--- config.mk ---
export PLATFORM = sky130hd
export DESIGN_NAME = tmr_pwm_channel
export DESIGN_NICKNAME = d
export VERILOG_FILES = /design/src/rtl/tmr_pkg.sv /design/src/rtl/tmr_counter.sv /design/src/rtl/tmr_compare.sv /design/src/rtl/tmr_pwm_channel.sv
export SDC_FILE = /design/constraint.sdc
export NUM_CORES = 1
export LEC_CHECK = 0
export ABC_AREA = 1
export ABC_CLOCK_PERIOD_IN_PS = 3250
export BUFFER_PORTS_ARGS = -buffer_cell sky130_fd_sc_hd__buf_2
export CAP_MARGIN = 10
export CORE_MARGIN = 5
export CORE_UTILIZATION = 43
export DETAILED_ROUTE_END_ITERATION = 6
export MAX_ROUTING_LAYER = met4
export SYNTH_ARGS = -nofsm -noshare
export SYNTH_HDL_FRONTEND = slang
export SYNTH_SLANG_ARGS = --single-unit
--- constraint.sdc ---
create_clock -name clk_i -period 3.25 [get_ports clk_i]
set_clock_uncertainty 0.1 [all_clocks]
set_input_delay 0.65 -clock clk_i [delete_from_list [all_inputs] [get_ports clk_i]]
set_output_delay 0.65 -clock clk_i [all_outputs]
set_load 0.02 [all_outputs]
--- src/rtl/tmr_pkg.sv ---
package tmr_pkg;

    typedef enum logic [1:0] {
        CM_EDGE_UP = 2'd0,
        CM_EDGE_DN = 2'd1,
        CM_CENTER  = 2'd2,
        CM_RSVD    = 2'd3
    } cnt_mode_e;

    typedef enum logic [2:0] {
        OC_FROZEN   = 3'd0,
        OC_SET      = 3'd1,
        OC_CLR      = 3'd2,
        OC_TOGGLE   = 3'd3,
        OC_FORCE_LO = 3'd4,
        OC_FORCE_HI = 3'd5,
        OC_PWM1     = 3'd6,
        OC_PWM2     = 3'd7
    } oc_mode_e;

    // Status the counter hands to the compare stage
    typedef struct packed {
        logic down;   // effective direction this cycle
        logic turn;   // counter sits at a wrap / turnaround point
    } cnt_stat_t;

    function automatic logic fixed_down(cnt_mode_e m);
        return (m == CM_EDGE_DN);
    endfunction

endpackage

--- src/rtl/tmr_counter.sv ---
module tmr_counter
    import tmr_pkg::*;
#(
    parameter int CNT_W = 16
) (
    input  logic             clk_i,
    input  logic             rst_i,
    input  logic             en_i,
    input  logic [CNT_W-1:0] reload_i,
    input  cnt_mode_e        mode_i,
    output logic [CNT_W-1:0] cnt_o,
    output cnt_stat_t        stat_o,
    output logic             upd_o
);
    localparam logic [CNT_W-1:0] ZERO = '0;
    localparam logic [CNT_W-1:0] ONE  = {{(CNT_W-1){1'b0}}, 1'b1};

    logic [CNT_W-1:0] cnt_q, cnt_d;
    logic             dn_q, dn_d;
    logic             turn;
    logic             upd_q;

    always_comb begin
        cnt_d = cnt_q;
        dn_d  = dn_q;
        turn  = 1'b0;
        case (mode_i)
            CM_EDGE_DN: begin
                dn_d = 1'b1;
                if (cnt_q == ZERO) begin
                    cnt_d = reload_i;
                    turn  = 1'b1;
                end else begin
                    cnt_d = cnt_q - ONE;
                end
            end
            CM_CENTER: begin
                if (!dn_q) begin
                    if (cnt_q >= reload_i) begin
                        turn  = 1'b1;
                        dn_d  = 1'b1;
                        cnt_d = (cnt_q == ZERO) ? ZERO : cnt_q - ONE;
                    end else begin
                        cnt_d = cnt_q + ONE;
                    end
                end else begin
                    if (cnt_q == ZERO) begin
                        turn  = 1'b1;
                        dn_d  = 1'b0;
                        cnt_d = (reload_i == ZERO) ? ZERO : ONE;
                    end else begin
                        cnt_d = cnt_q - ONE;
                    end
                end
            end
            default: begin
                dn_d = 1'b0;
                if (cnt_q >= reload_i) begin
                    cnt_d = ZERO;
                    turn  = 1'b1;
                end else begin
                    cnt_d = cnt_q + ONE;
                end
            end
        endcase
    end

    always_ff @(posedge clk_i) begin
        if (rst_i) begin
            cnt_q <= ZERO;
            dn_q  <= 1'b0;
            upd_q <= 1'b0;
        end else if (en_i) begin
            cnt_q <= cnt_d;
            dn_q  <= dn_d;
            upd_q <= turn;
        end else begin
            upd_q <= 1'b0;
        end
    end

    assign cnt_o       = cnt_q;
    assign upd_o       = upd_q;
    assign stat_o.down = fixed_down(mode_i) | ((mode_i == CM_CENTER) & dn_q);
    assign stat_o.turn = turn;

endmodule

--- src/rtl/tmr_compare.sv ---
module tmr_compare
    import tmr_pkg::*;
#(
    parameter int CNT_W = 16
) (
    input  logic             clk_i,
    input  logic             rst_i,
    input  logic             en_i,
    input  logic [CNT_W-1:0] cnt_i,
    input  logic [CNT_W-1:0] cmp_i,
    input  logic             down_i,
    input  oc_mode_e         mode_i,
    input  logic             pol_i,
    output logic             ref_o
);
    logic ref_q, ref_d;
    logic hit;
    logic pwm_a;

    // a match only counts while the counter is running
    assign hit   = en_i && (cnt_i == cmp_i);
    assign pwm_a = down_i ? (cnt_i <= cmp_i) : (cnt_i < cmp_i);

    always_comb begin
        ref_d = ref_q;
        case (mode_i)
            OC_FROZEN:   ref_d = ref_q;
            OC_SET:      if (hit) ref_d = 1'b1;
            OC_CLR:      if (hit) ref_d = 1'b0;
            OC_TOGGLE:   if (hit) ref_d = ~ref_q;
            OC_FORCE_LO: ref_d = 1'b0;
            OC_FORCE_HI: ref_d = 1'b1;
            OC_PWM1:     ref_d = pwm_a;
            OC_PWM2:     ref_d = ~pwm_a;
            default:     ref_d = ref_q;
        endcase
    end

    always_ff @(posedge clk_i) begin
        if (rst_i) ref_q <= 1'b0;
        else       ref_q <= ref_d;
    end

    assign ref_o = ref_q ^ pol_i;

endmodule

--- src/rtl/tmr_pwm_channel.sv ---
module tmr_pwm_channel
    import tmr_pkg::*;
#(
    parameter int CNT_W = 16
) (
    input  logic             clk_i,
    input  logic             rst_i,
    input  logic             en_i,
    input  logic [CNT_W-1:0] reload_i,
    input  logic [CNT_W-1:0] cmp_i,
    input  logic [1:0]       cnt_mode_i,
    input  logic [2:0]       oc_mode_i,
    input  logic             pol_i,
    output logic             ref_o,
    output logic             upd_o
);
    logic [CNT_W-1:0] cnt_w;
    cnt_stat_t        stat_w;
    cnt_mode_e        cmode;
    oc_mode_e         omode;

    assign cmode = cnt_mode_e'(cnt_mode_i);
    assign omode = oc_mode_e'(oc_mode_i);

    tmr_counter #(.CNT_W(CNT_W)) u_cnt (
        .clk_i    (clk_i),
        .rst_i    (rst_i),
        .en_i     (en_i),
        .reload_i (reload_i),
        .mode_i   (cmode),
        .cnt_o    (cnt_w),
        .stat_o   (stat_w),
        .upd_o    (upd_o)
    );

    tmr_compare #(.CNT_W(CNT_W)) u_cmp (
        .clk_i  (clk_i),
        .rst_i  (rst_i),
        .en_i   (en_i),
        .cnt_i  (cnt_w),
        .cmp_i  (cmp_i),
        .down_i (stat_w.down),
        .mode_i (omode),
        .pol_i  (pol_i),
        .ref_o  (ref_o)
    );

endmodule

==> results.yml <==
global_route:
  grt_pass1_vias: 2825
  grt_start_max_net_pins: 17
  antenna_found_initial: 0
  grtUsageTotal: 0.213
  grt_pass1_wl_microns: 14100
  overflow: 0
yosys:
  netlist_area_sq_mm: 0.00289
  synthAdderAreaFrac: 0.156
  synth_xor_area_frac: 0.0545
  synth_edf_count: 0
  synth-async-reset-ratio: 0
  synth_cell_types: 37
  synth_top_family_by_area: "simple AND/OR/NAND/NOR gates"
  synth_most_common_cell: "nand2_1"
  yosys-top-cells-count: "nand2_1 (117), inv_1 (69), nand3_1 (40), a21oi_1 (39), ha_1 (36)"
  synthMuxAreaShare: 0
  synth_compound_area_frac: 0.155
  yosys_warnings: 0
  yosys.area.top_type: "ha_1"
  yosysSeqAreaShare: 0.132
  synthTopCellsByArea: "ha_1 (16%), nand2_1 (15%), dfxtp_1 (13%)"
  synth_nets: 549
  syn_area_per_cell_sq_um: 6.12
  syn-instance-count: 472
  synth_top_area_share: 0.156
  ys.flop_type: "dfxtp_1"
  synth_simple_gate_area_share: 0.370
  synth-seq-cells: 19
power_and_ir_drop:
  p_sw_frac: 0.475
  power_frac_comb: 0.544
  clkPwrFrac: 0.179
  p_leak_nw: 1.72
  switchingPower_w: 0.000470
  ir_drop_mv: 0.172
  p_per_area_mw_per_mm2: 309
  cellInternalPower_w: 0.000520
  seqPwrFrac: 0.277
route:
  routed_wl_microns: 8690
  dr.pass1.iters: 5
  ant_nets: 0
  viasPerCell: 5.34
  drt_iter0_markers: 225
  drc: 0
  drt-wirelength-per-cell_microns: 14.8
  vias: 3147
cts:
  clkSinkCount: 19
  post_cts_buffers: 0
  cts_htree_levels: 1
  ctsResizeCount: 0
  cts_tree: "done"
  cts_made_buffers: 3
  root_buffer: "clkbuf_8"
  cts_buffer_depth: 2
  path_clk_slew_ps: 80
  clkLatencyLatePin_ps: 270
  cts_hold_buf: 0
timing:
  setup_tns_ps: 0
  max_freq_mhz: 396
  final_hold_viol_count: 0
  slew_headroom: 0.553
  finalMaxSlewViolations: 0
  setup-violations-final: 0
  worstMarginPinSlew_ps: 670
  period_needed_ps: 2520
  fin_crit_sh: 0.777
  rsz0062_at_grt: "no"
worst_hold_path:
  min-delay-path-class: "flip-flop to flip-flop"
die:
  dieHeight_microns: 92.0
  die_w_microns: 92.0
  start_util: 0.448
  core_sq_mm: 0.00646
  dieArea_sq_mm: 0.00846
  ios: 43
  fp-row-count: 29
worst_setup_path:
  crit_chain: "buf_2, inv_1, ha_1, a21oi_1, o21ai_0, nor2_1, nand3_1, o211ai_2, nand3_1, a21oi_1"
  worstSetupPathType: "primary input to flip-flop"
  startpoint_type: "primary input"
  end_kind: "flip-flop"
  worstPathArrival_ps: 2610
  crit_path_top_delay_cell: "o211ai_2"
  cpPeakStageDelay_ps: 420
  crit_buf_inv: 2
  worstPathRequired_ps: 3340
  crit_family: "compound AO/OA/AOI/OAI gates"
  path_max_fanout: 9
place:
  dpl.hpwl_microns: 7040
  place_congestion: 0.967
  post_dp_cell_area_sq_mm: 0.00316
  port_buffers: 42
  dp.cells: 585
finish:
  fin_cells: 589
  post-route-cell-area_sq_mm: 0.00320
  final_core_util: 0.496
  diodes: 0
  drive_gt1_frac: 0.168
  final_nets: 590
  area_growth_pct: 10.9
status:
  status: "complete, no violations"
flow_run:
  drv_cap: 0
==> sequential cells by signal, indices dropped and copies added, names as in the netlist <==
register / count
u_cnt.cnt_o: 16
u_cmp.ref_q: 1
u_cnt.dn_q: 1
u_cnt.upd_o: 1
==> power groups by stage <==
stage               registers (W)  clock network (W)  logic, W
finish                   0.000275           0.000177  0.000538
floorplan                0.000268                  0  0.000400
CTS                      0.000274           0.000187  0.000536
detailed placement       0.000279                  0  0.000532
global route             0.000278           0.000197  0.000606
global placement         0.000279                  0  0.000531
==> kinds of logic (layout without fill, tap and decap cells) <==
family,Yosys count,after routing
buffers and inverters,91,131
DFF,19,19
xor gates and xnor gates,18,18
adders and majority gates,36,36
and+or+nand+nor,229,229
AOI/OAI and AO/OA,79,79
==> worst min-delay path: cells and delay by family, from the launching register on <==
family / cells / cell delay (ps)
compound gates: 1 / 60
flops: 1 / 320
simple gates: 1 / 60
==> per-layer routing <==
layer | GRT usage | share of wire | vias to the layer above
met2 | 0.330 | 0.44 | 106
li1 | - | - | 1628
met5 | - | 0 | -
met1 | 0.289 | 0.47 | 1397
met3 | 0.0360 | 0.062 | 16
met4 | 0.0495 | 0.022 | 0
==> cell type report <==
cell class / count / area (sq um)
timing repair buffer: 49 / 263
clock buffer: 4 / 45.0
inverter: 78 / 293
multi-input combinational: 362 / 2130
fill: 713 / 3250
sequential: 19 / 380
tap: 77 / 96.3
==> through the flow <==
stage | setup slack, ps | power (W) | hold slack (ps)
2_1_floorplan | 1010 | 0.000668 | 345
3_3_place_gp | 432 | 0.000811 | 354
3_5_place_dp | 453 | 0.000811 | 368
4_1_cts | 736 | 0.000996 | 381
5_1_grt | 562 | 0.00108 | 410
6_report | 726 | 0.000990 | 374
==> cells in the final DEF (no fill, tap or decap), types with 2 or more instances in the layout <==
master / synthesis / final
nor3_1: 12 / 12
a21oi_2: 3 / 3
nand3_1: 40 / 40
clkbuf_8: 1 / 3
xor2_1: 18 / 18
nand4_1: 7 / 7
a21oi_1: 39 / 39
buf_2: 3 / 42
o211ai_1: 5 / 5
inv_2: 8 / 8
nor4_1: 6 / 6
o21bai_1: 2 / 2
nor2_4: 5 / 5
nand2_2: 6 / 6
nor2_1: 26 / 26
inv_1: 69 / 69
dfxtp_1: 19 / 19
nor3_4: 2 / 2
nand2_1: 117 / 117
ha_1: 36 / 36
o21ai_0: 21 / 21
nor2_2: 5 / 5
buf_4: 1 / 7
a31oi_1: 3 / 3
==> path summary, 6_finish.rpt <==
path             startpoint              end  slack (ps)  cells past startpoint
max            reload_i[15]  u_cnt.cnt_o[13]         730                     10
min              u_cnt.dn_q       u_cnt.dn_q         370                      2
max reg2reg  u_cnt.cnt_o[1]  u_cnt.cnt_o[13]         840                     10
min reg2reg      u_cnt.dn_q       u_cnt.dn_q         370                      2
Note: power is estimated with default switching activity, not from simulation.
